**src/rtl/pwr_wake_ctl.sv**
```systemverilog
module pwr_wake_ctl #(
  parameter int NPINS       = 16,
  parameter int STAB_CYCLES = 143200
) (
  input  logic             clk,
  input  logic             rst_n,
  input  logic             wr_en,
  input  logic [7:0]       wr_data,
  input  logic [NPINS-1:0] pins,
  input  logic             t2_ovf,
  output logic [7:0]       ctl_q,
  output logic             clk_ready
);
  localparam int CW = $clog2(STAB_CYCLES + 1);

  logic [NPINS-1:0] sync1, sync2, snap;
  logic             waiting;
  logic [CW-1:0]    cnt;

  wire pd         = ctl_q[7];
  wire pin_change = (sync2 != snap);
  wire wake       = pd && (pin_change || (t2_ovf && ctl_q[1]));
  wire restart    = !ctl_q[2] && !ctl_q[0];

  assign clk_ready = !pd && !waiting;

  always_ff @(posedge clk or negedge rst_n) begin
    if (!rst_n) begin
      sync1   <= '0;
      sync2   <= '0;
      snap    <= '0;
      ctl_q   <= 8'h01;
      waiting <= 1'b0;
      cnt     <= '0;
    end else begin
      sync1 <= pins;
      sync2 <= sync1;
      if (wake) begin
        ctl_q[7] <= 1'b0;
        if (restart) begin
          ctl_q[0] <= 1'b1;
          waiting  <= 1'b1;
          cnt      <= CW'(STAB_CYCLES);
        end
      end else if (waiting) begin
        if (cnt == CW'(1)) waiting <= 1'b0;
        cnt <= cnt - CW'(1);
      end else if (!pd && wr_en) begin
        ctl_q <= wr_data & 8'hBF;
        if (wr_data[7]) snap <= sync2;
      end
    end
  end

  assert_pd_from_write_R3: assert property (@(posedge clk) disable iff (!rst_n)
    $rose(ctl_q[7]) |-> $past(wr_en && wr_data[7]));

  assert_sleep_hold_R4: assert property (@(posedge clk) disable iff (!rst_n)
    (pd && !wake) |=> $stable(ctl_q));

  assert_t2_gated_R6: assert property (@(posedge clk) disable iff (!rst_n)
    ($fell(ctl_q[7]) && !$past(pin_change)) |-> $past(t2_ovf && ctl_q[1]));

  assert_wait_osc_on_R7: assert property (@(posedge clk) disable iff (!rst_n)
    $rose(waiting) |-> (ctl_q[0] && !ctl_q[7] && $past(ctl_q[7])));

  assert_ready_after_wake_R9: assert property (@(posedge clk) disable iff (!rst_n)
    $rose(clk_ready) |-> !$past(ctl_q[7]) || !ctl_q[7]);

  assert_ready_low_sleep_R9: assert property (@(posedge clk) disable iff (!rst_n)
    $rose(ctl_q[7]) |-> !clk_ready);
endmodule

```
**config.mk**
```make
export PLATFORM = sky130hd
export DESIGN_NAME = pwr_wake_ctl
export DESIGN_NICKNAME = d
export VERILOG_FILES = /design/src/rtl/pwr_wake_ctl.sv
export SDC_FILE = /design/constraint.sdc
export NUM_CORES = 1
export LEC_CHECK = 0
export ABC_AREA = 0
export BUFFER_PORTS_ARGS = -buffer_cell sky130_fd_sc_hd__buf_2
export CAP_MARGIN = 20
export CORE_MARGIN = 2
export CORE_UTILIZATION = 49
export CTS_BUF_LIST = sky130_fd_sc_hd__clkbuf_4 sky130_fd_sc_hd__clkbuf_8
export DETAILED_ROUTE_END_ITERATION = 10
export HOLD_SLACK_MARGIN = 0.02
export MAX_ROUTING_LAYER = met4
export PLACE_DENSITY = 0.69
export SLEW_MARGIN = 20
export SYNTH_ARGS = -nofsm -noshare
export SYNTH_HDL_FRONTEND = slang
export SYNTH_SLANG_ARGS = --single-unit
```
**constraint.sdc**
```tcl
create_clock -name clk -period 2.2 [get_ports clk]
set_clock_uncertainty 0.1 [all_clocks]
set_input_delay 0.44 -clock clk [delete_from_list [all_inputs] [get_ports clk]]
set_output_delay 0.44 -clock clk [all_outputs]
set_load 0.01 [all_outputs]
```
Word level (Yosys, flattened, before mapping). Cells that the tools add are included.

Bitwise operators: 2. Reductions and logical operators: 17. Eq/ne operators: 4. Add/subtract/negate cells: 1. Mux-type cells: 11.

Operators by type and width (number): two-way mux 18 bit (3); == test 18 x 1 -> 1 bit, second input constant (1); subtractor 18 x 1 -> 18 bit, second input constant (1); two-way mux 8 bit (2); inequality test 16 bit (1); two-way mux 1 bit (6); AND reduction 3 bit (2); logical AND 1 bit (5); zero test 1 bit (4); inequality test 2 x 1 -> 1 bit, second input constant (2); AND reduction 2 bit (2); AND reduction 4 bit (1); nonzero test 2 bit (2); NOT 1 bit (2); logical OR 1 bit (1).

Flip-flop bits (word level): 74. Input port bits: 28.

Longest topological paths before layout. Gate-level depths: netlist of the first run.

Depth after elaboration: 5. Gate-level depth with buffers: 8. Depth with buffers taken out: 7.

Worst setup path after synthesis of the first run. OpenSTA, ideal clock, no wires.

Path type: flip-flop to flip-flop. Start: register waiting. End: register snap[10]. Data required time: 1975 ps. Slack: 366 ps. Cell stages (with the launch flop): 7. Arrival: 1609 ps. Setup time: 125 ps. Buffers on the path: 3. Cells stage by stage: dfrtp_1 > buf_2 > nor2_1 > and3_1 > buf_2 > buf_2 > mux2_2.

Longest elaborated chain between the ends: 2.

RTL lines: start: declaration (RTL line 17) `logic waiting;`; start signal: assignment (RTL line 33) `waiting <= 1'b0;`; start signal: assignment (RTL line 42) `waiting <= 1'b1;`; start signal: assignment (RTL line 46) `if (cnt == CW'(1)) waiting <= 1'b0;`; NOT 1 bit (no source line); AND reduction 4 bit (no source line); end signal: assignment (RTL line 50) `if (wr_data[7]) snap <= sync2;`; end: declaration (RTL line 16) `logic [NPINS-1:0] sync1, sync2, snap;`.

No other way between the ends. A chain may end at the register's enable or synchronous reset.

Worst setup path after layout of the first run.
Start: register snap[2]. End: register cnt[2].

Longest elaborated chain between the ends: 5. Elaborated cells between the ends (all ways): 7. Classes of those cells: eq/ne: 2; mux: 1; reduce/logical: 4.

RTL lines: inequality test 16 bit (*) (RTL line 21) `wire pin_change = (sync2 != snap);`; logical OR 1 bit (*) (RTL line 22) `wire wake = pd && (pin_change || (t2_ovf && ctl_q[1]));`; logical AND 1 bit (*) (RTL line 22); inequality test 2 x 1 -> 1 bit (no source line) or nonzero test 2 bit (tied branches); AND reduction 2 bit (no source line); end signal: assignment (RTL line 43) `cnt <= CW'(STAB_CYCLES);`; end signal: assignment (RTL line 47) `cnt <= cnt - CW'(1);`; end: declaration (RTL line 18) `logic [CW-1:0] cnt;`.

Every way passes the cells marked *; elsewhere a longest branch is shown, timed or not.

==> impl_results.md, run 1 <==
- Status: completed
- CTS root buffer: clkbuf_8
- Reg-to-reg slack, setup: 0.16 ns
- Via count: 1,820
- Drc violations: 0
- Arr. time, crit path: 2.16 ns
- Initial DRC count: 92
- CP max FO: 6
- Number of port buffers: 34
- Synth Flop Type: dfrtp_1
- CP Launch Type: register
- Cells after synthesis: 235
- Final Setup Violations: 0
- Netlist cell types: 48
- Height of the die: 82.6 µm
- Row cnt: 28
- Hold Slack: 0.105 ns
- Number of global-route vias before repair: 1,707
- Worst-path clk slew: 0.07 ns
- CTS Sinks: 74
- Fraction of registers with async set/reset: 1.00
- Reg2Reg Depth: 6
- Register area share after synthesis: 0.612
- Area of the core: 5960 µm²
- R2r startpoint: snap[2]
- Min Tclk post-route: 2.04 ns
- Max-cap violations: 0
- Crit end category: register
- Fin. max-slew vios: 0
- Final wirelength: 4720 µm
- Starting density of the core: 0.508
- Routability cong.: 0.796
- Multi-input gate area: 1120 µm²
- Die X: 82.6 µm
- CTS buffer count: 9
- Avg Inst Size Synth: 12.9 µm²
- Initial antenna violation count: 0
- Gr usage total: 0.163
- Final hold vios: 0
- Pre-CTS WS: -0.00262 ns
- Area Growth Syn to Fin: 16.1%
- Die ar.: 6820 µm²
- Worst IR Drop VDD: 0.854 mV
- Setup bufs post-CTS: 0
- Drt wl/cell: 13.3 µm
- Diode count: 0
- Reg2Reg Capture Point: cnt[2]
- I/O pins: 37
- Total gr overflow: 0
- Vias per cell: 5.11
- Critical Path End: cnt[2]
- Final WS setup: 0.161 ns
- Max clock buf depth: 2
- WP data required: 2.32 ns
- Share of post-route cells with drive strength above 1: 0.310
- Storage cell area: 1850 µm²
- Cell Pwr Density: 712 nW/µm²
- Leakage power: 1.74 nW
- Worst setup path startpoint: snap[2]
- Syn_nets: 265
- Synth Register Bits: 74
- Hold WC Path Type: input port to register
- Largest net degree at the start of global routing: 45
- Fin crit share: 0.927
- Dpl cells: 341
- Number of synthesized flops with an enable pin: 0
- Synthesized cell area: 3030 µm²
- Max Freq: 490 MHz
- First-pass GRT wire length: 7900 µm
- Worst-Skew Late Latency: 0.34 ns
- TritonCTS clock tree: built
- H-tree levels: 3
- Fill count: 489
- Hpwl dp: 3340 µm
- Warnings from Yosys: 0
- DRT antenna net count: 0
- Type of the worst setup path: register to register
- RSZ-0062 raised after global routing: false
- Non-Filler Instances: 356
- Nets: 308
- 1st-pass router iterations: 4
[state kept, by name, summed over array words and instances (netlist names)]
register and count:
cnt 18, ctl_q 7, snap 16, sync1 16, sync2 16, waiting 1
[power breakdown]
group	switching (mW)	internal, mW
combinational	0.0387	0.0298
sequential	0.0130	1.39
clock	0.462	0.570
[layout make-up]
class | count | share of cell area
Sequential cell | 74 | 0.528
Clock buffer | 11 | 0.0431
Multi-Input combinational cell | 148 | 0.319
Timing Repair Buffer | 41 | 0.0677
Clock inverter | 3 | 0.0114
Inverter | 4 | 0.00428
Tap cell | 75 | 0.0267
[through the flow]
step / util / TNS, ns / cell area (µm²) / power, mW
floorplan: - / 0 / 3030 / 1.44
global placement: 0.553 / 0 / 3290 / 1.50
detailed placement: 0.553 / -0.00262 / 3290 / 1.50
CTS: 0.587 / 0 / 3500 / 2.53
global route: 0.590 / 0 / 3510 / 2.61
finish: 0.590 / 0 / 3510 / 2.50
[cells in the mapped netlist (3+ instances only)]
master,count,area share
mux2_2,22,0.082
nor3_1,4,0.0066
nand2_1,14,0.017
xor2_1,16,0.046
inv_1,4,0.0050
o21ai_0,7,0.012
xnor2_1,6,0.017
nand3_1,5,0.0083
a21o_1,4,0.0099
buf_2,3,0.0050
nor4_1,3,0.0062
and3_1,5,0.010
nor2_1,18,0.022
dfrtp_1,73,0.60
mux2i_1,5,0.017
buf_4,3,0.0074
[cells in the final DEF, fill, tap and decap left out, drive strengths merged, types with 5 or more instances in the layout]
cell type | netlist | routed
nor2 | 18 | 18
nor3 | 5 | 5
xnor2 | 6 | 6
xor2 | 16 | 16
dfrtp | 73 | 73
and3 | 5 | 5
o21ai | 9 | 9
nand3 | 5 | 5
mux2i | 5 | 5
clkbuf | 2 | 11
mux2 | 22 | 22
buf | 7 | 40
nand2 | 14 | 14
[layer usage]
metal | global-route usage | vias up | wire length (µm)
li1 | - | 896 | -
met1 | 0.209 | 892 | 2210
met2 | 0.246 | 24 | 2300
met3 | 0.0522 | 8 | 159
met4 | 0.0541 | 0 | 45
met5 | - | - | 0
[what timing repair did]
action	4_1_cts	5_1_grt
resized for setup	1	2
hold buffers	1	0
cloned	0	0
endpoints found under the hold margin	16	0
setup endpoints to repair	5	10
[how the worst min path moves through the flow]
stage                  start        end  cells past startpoint
finish              pins[10]  sync1[10]                      1
global placement    sync1[1]   sync2[1]                      0
floorplan              rst_n     cnt[0]                      0
CTS                  pins[2]   sync1[2]                      1
global route         pins[8]   sync1[8]                      1
detailed placement  sync1[1]   sync2[1]                      0
[worst max-delay path, stage by stage, from the launching register on]
cell	delay, ns
dfrtp_1	0.40
xor2_1	0.18
nor4_2	0.31
nand3_1	0.18
o21ai_4	0.24
nor2_1	0.18
a211o_1	0.33
[kinds of logic after synthesis]
logic type               count (synthesis)  share of synthesized area
AO/OA/AOI/OAI                           29                     0.0699
XOR/XNOR                                22                     0.0637
adder cells (fa/ha/maj)                  2                    0.00827
buffers and inverters                   13                     0.0236
flip-flops                              74                      0.612
multiplexers                            27                     0.0984
other                                    1                    0.00124
AND/OR/NAND/NOR                         67                      0.122
No activity file was read; power rests on OpenSTA's default activity.
==> run 2, diff against run 1 <==
==> constraint.sdc (replaced) <==
create_clock -name clk -period 2.2 [get_ports clk]
set_clock_uncertainty 0.1 [all_clocks]
set_input_delay 0 -clock clk [delete_from_list [all_inputs] [get_ports clk]]
set_output_delay 0 -clock clk [all_outputs]
set_load 0.01 [all_outputs]
==> impl_results.md, run 2 (synthesized netlist as in run 1, its figures left out) <==
- Slowest CP cell: dfrtp_1
- Top Metal Used: met4
- Initial antenna violation count: 0
- Met3 wire len: 206 µm
- Hold Slack: 0.144 ns
- Nets: 331
- Power Total: 2.69 mW
- Hpwl dp: 3300 µm
- CP Launch Type: register
- Reg2Reg Capture Point: cnt[1]
- Arr. time, crit path: 2.21 ns
- Drt wl/cell: 13.6 µm
- First-pass GRT wire length: 8340 µm
- Type of the worst setup path: register to register
- Crit end category: register
- R2r startpoint: snap[2]
- CTS root buffer: clkbuf_8
- Share of post-route cells with drive strength above 1: 0.288
- Leakage power: 1.85 nW
- Max Freq: 488 MHz
- Height of the die: 82.6 µm
- Hold Path End: ctl_q[0]
- Max-cap violations: 0
- Max clock buf depth: 2
- 1st-pass router iterations: 4
- Routability cong.: 0.761
- TritonCTS clock tree: built
- I/O pins: 37
- Status: completed
- Cell Pwr Density: 717 nW/µm²
- Reg2Reg Depth: 7
- Slew margin rel.: 0.524
- Hold WC Path Type: input port to register
- Number of port buffers: 34
- Largest register by flop count: cnt
- Final wirelength: 5170 µm
- Largest net degree at the start of global routing: 34
- WL met1: 2300 µm
- Final Setup Violations: 0
- Fin crit share: 0.931
- Most frequent cells in the layout: dfrtp_1 (73), buf_2 (34), dlygate4sd3_1 (23)
- Area Growth Syn to Fin: 24.1%
- Via count: 1,900
- Worst IR Drop VDD: 0.595 mV
- Max reg flops: 18
- Reg-to-reg slack, setup: 0.15 ns
- RSZ-0062 raised after global routing: false
- Non-Filler Instances: 381
- DRT antenna net count: 0
- Final core utilization: 0.630
- Worst-Skew Late Latency: 0.34 ns
- Routed length on met2: 2610 µm
- WHS Path Cells: 4
- Die ar.: 6820 µm²
- Vias per cell: 4.99
- Dpl cells: 342
- Area of the core: 5960 µm²
- Worst-path cell chain: xor2_1, nor4_1, nand3_1, o21ai_4, buf_4, mux2i_1, o2bb2ai_1
- Starting density of the core: 0.508
- Gr usage total: 0.171
- Fin. max-slew vios: 0
- Crit path buf inv count: 1
- Most common cell after layout, fill and taps aside: dfrtp_1
- Worst Hold Launch: wr_en
- Row cnt: 28
- Post-Route Setup TNS: 0 ns
- Crit-path leading delay family: simple AND/OR/NAND/NOR gates
- Measured slew at the worst slew-check pin: 0.714 ns
- Initial DRC count: 100
- H-tree levels: 3
- Diode count: 0
- Min Tclk post-route: 2.05 ns
- CP peak stage delay: 0.39 ns
- Final hold vios: 0
- CP max FO: 5
- Die X: 82.6 µm
- CTS Sinks: 74
- Drc violations: 0
- Worst-path clk slew: 0.08 ns
- Number of global-route vias before repair: 1,860
- CTS buffer count: 9
- Total gr overflow: 0
- WP data required: 2.36 ns
[run 2: cell count changes in the layout (fill, tap and decap cells not counted), moves of 2 or more]
cell / before / now
nor4_2: 2 / 0
clkinv_2: 2 / 0
dlygate4sd3_1: 1 / 23
clkinv_4: 0 / 2
buf_4: 5 / 7
nor4_1: 1 / 3
[run 2: worst min-delay path: stages]
cell	delay, ns
buf_2	0.10
and2_1	0.22
mux2i_1	0.15
o21ai_0	0.08
[run 2: where the power goes]
group	internal (mW)	switching [mW]	total (mW)
registers	1.39	0.0136	1.40
clock network	0.690	0.503	1.19
logic	0.0523	0.0423	0.0946
[run 2: metal layers]
metal | vias to the layer above | global-route usage
met3 | 7 | 0.0587
met5 | - | -
met2 | 37 | 0.265
li1 | 944 | -
met4 | 0 | 0.0639
met1 | 912 | 0.209
[run 2: timing repair]
action,in CTS,in global routing
endpoints found under the setup margin,0,2
hold buffers,23,0
hold endpoints to repair,53,0
buffers inserted,0,0
gates resized for setup,0,1
[run 2: layout make-up]
class	count	area (µm²)
inverter	4	15.0
fill	479	2200
clock buffer	11	145
sequential	74	1850
multi-input combinational	148	1110
tap	75	93.8
timing repair buffer	64	453
clock inverter	5	86.3
[run 2: worst max-delay path by stage]
stage | start | end | slack, ns | cells past startpoint
6_report | snap[2] | cnt[1] | 0.15 | 7
5_1_grt | sync2[2] | cnt[1] | 0.01 | 7
4_1_cts | snap[2] | cnt[2] | 0.13 | 6
3_5_place_dp | snap[2] | cnt[2] | 0.15 | 6
3_3_place_gp | snap[10] | cnt[2] | 0.16 | 6
2_1_floorplan | waiting | snap[10] | 0.37 | 6
[run 2: metrics by stage]
step / worst slack (ns) / instance area (µm²)
3_3_place_gp: 0.164 / 3290
2_1_floorplan: 0.366 / 3030
3_5_place_dp: 0.153 / 3290
6_report: 0.152 / 3750
4_1_cts: 0.134 / 3750
5_1_grt: 0.0114 / 3750
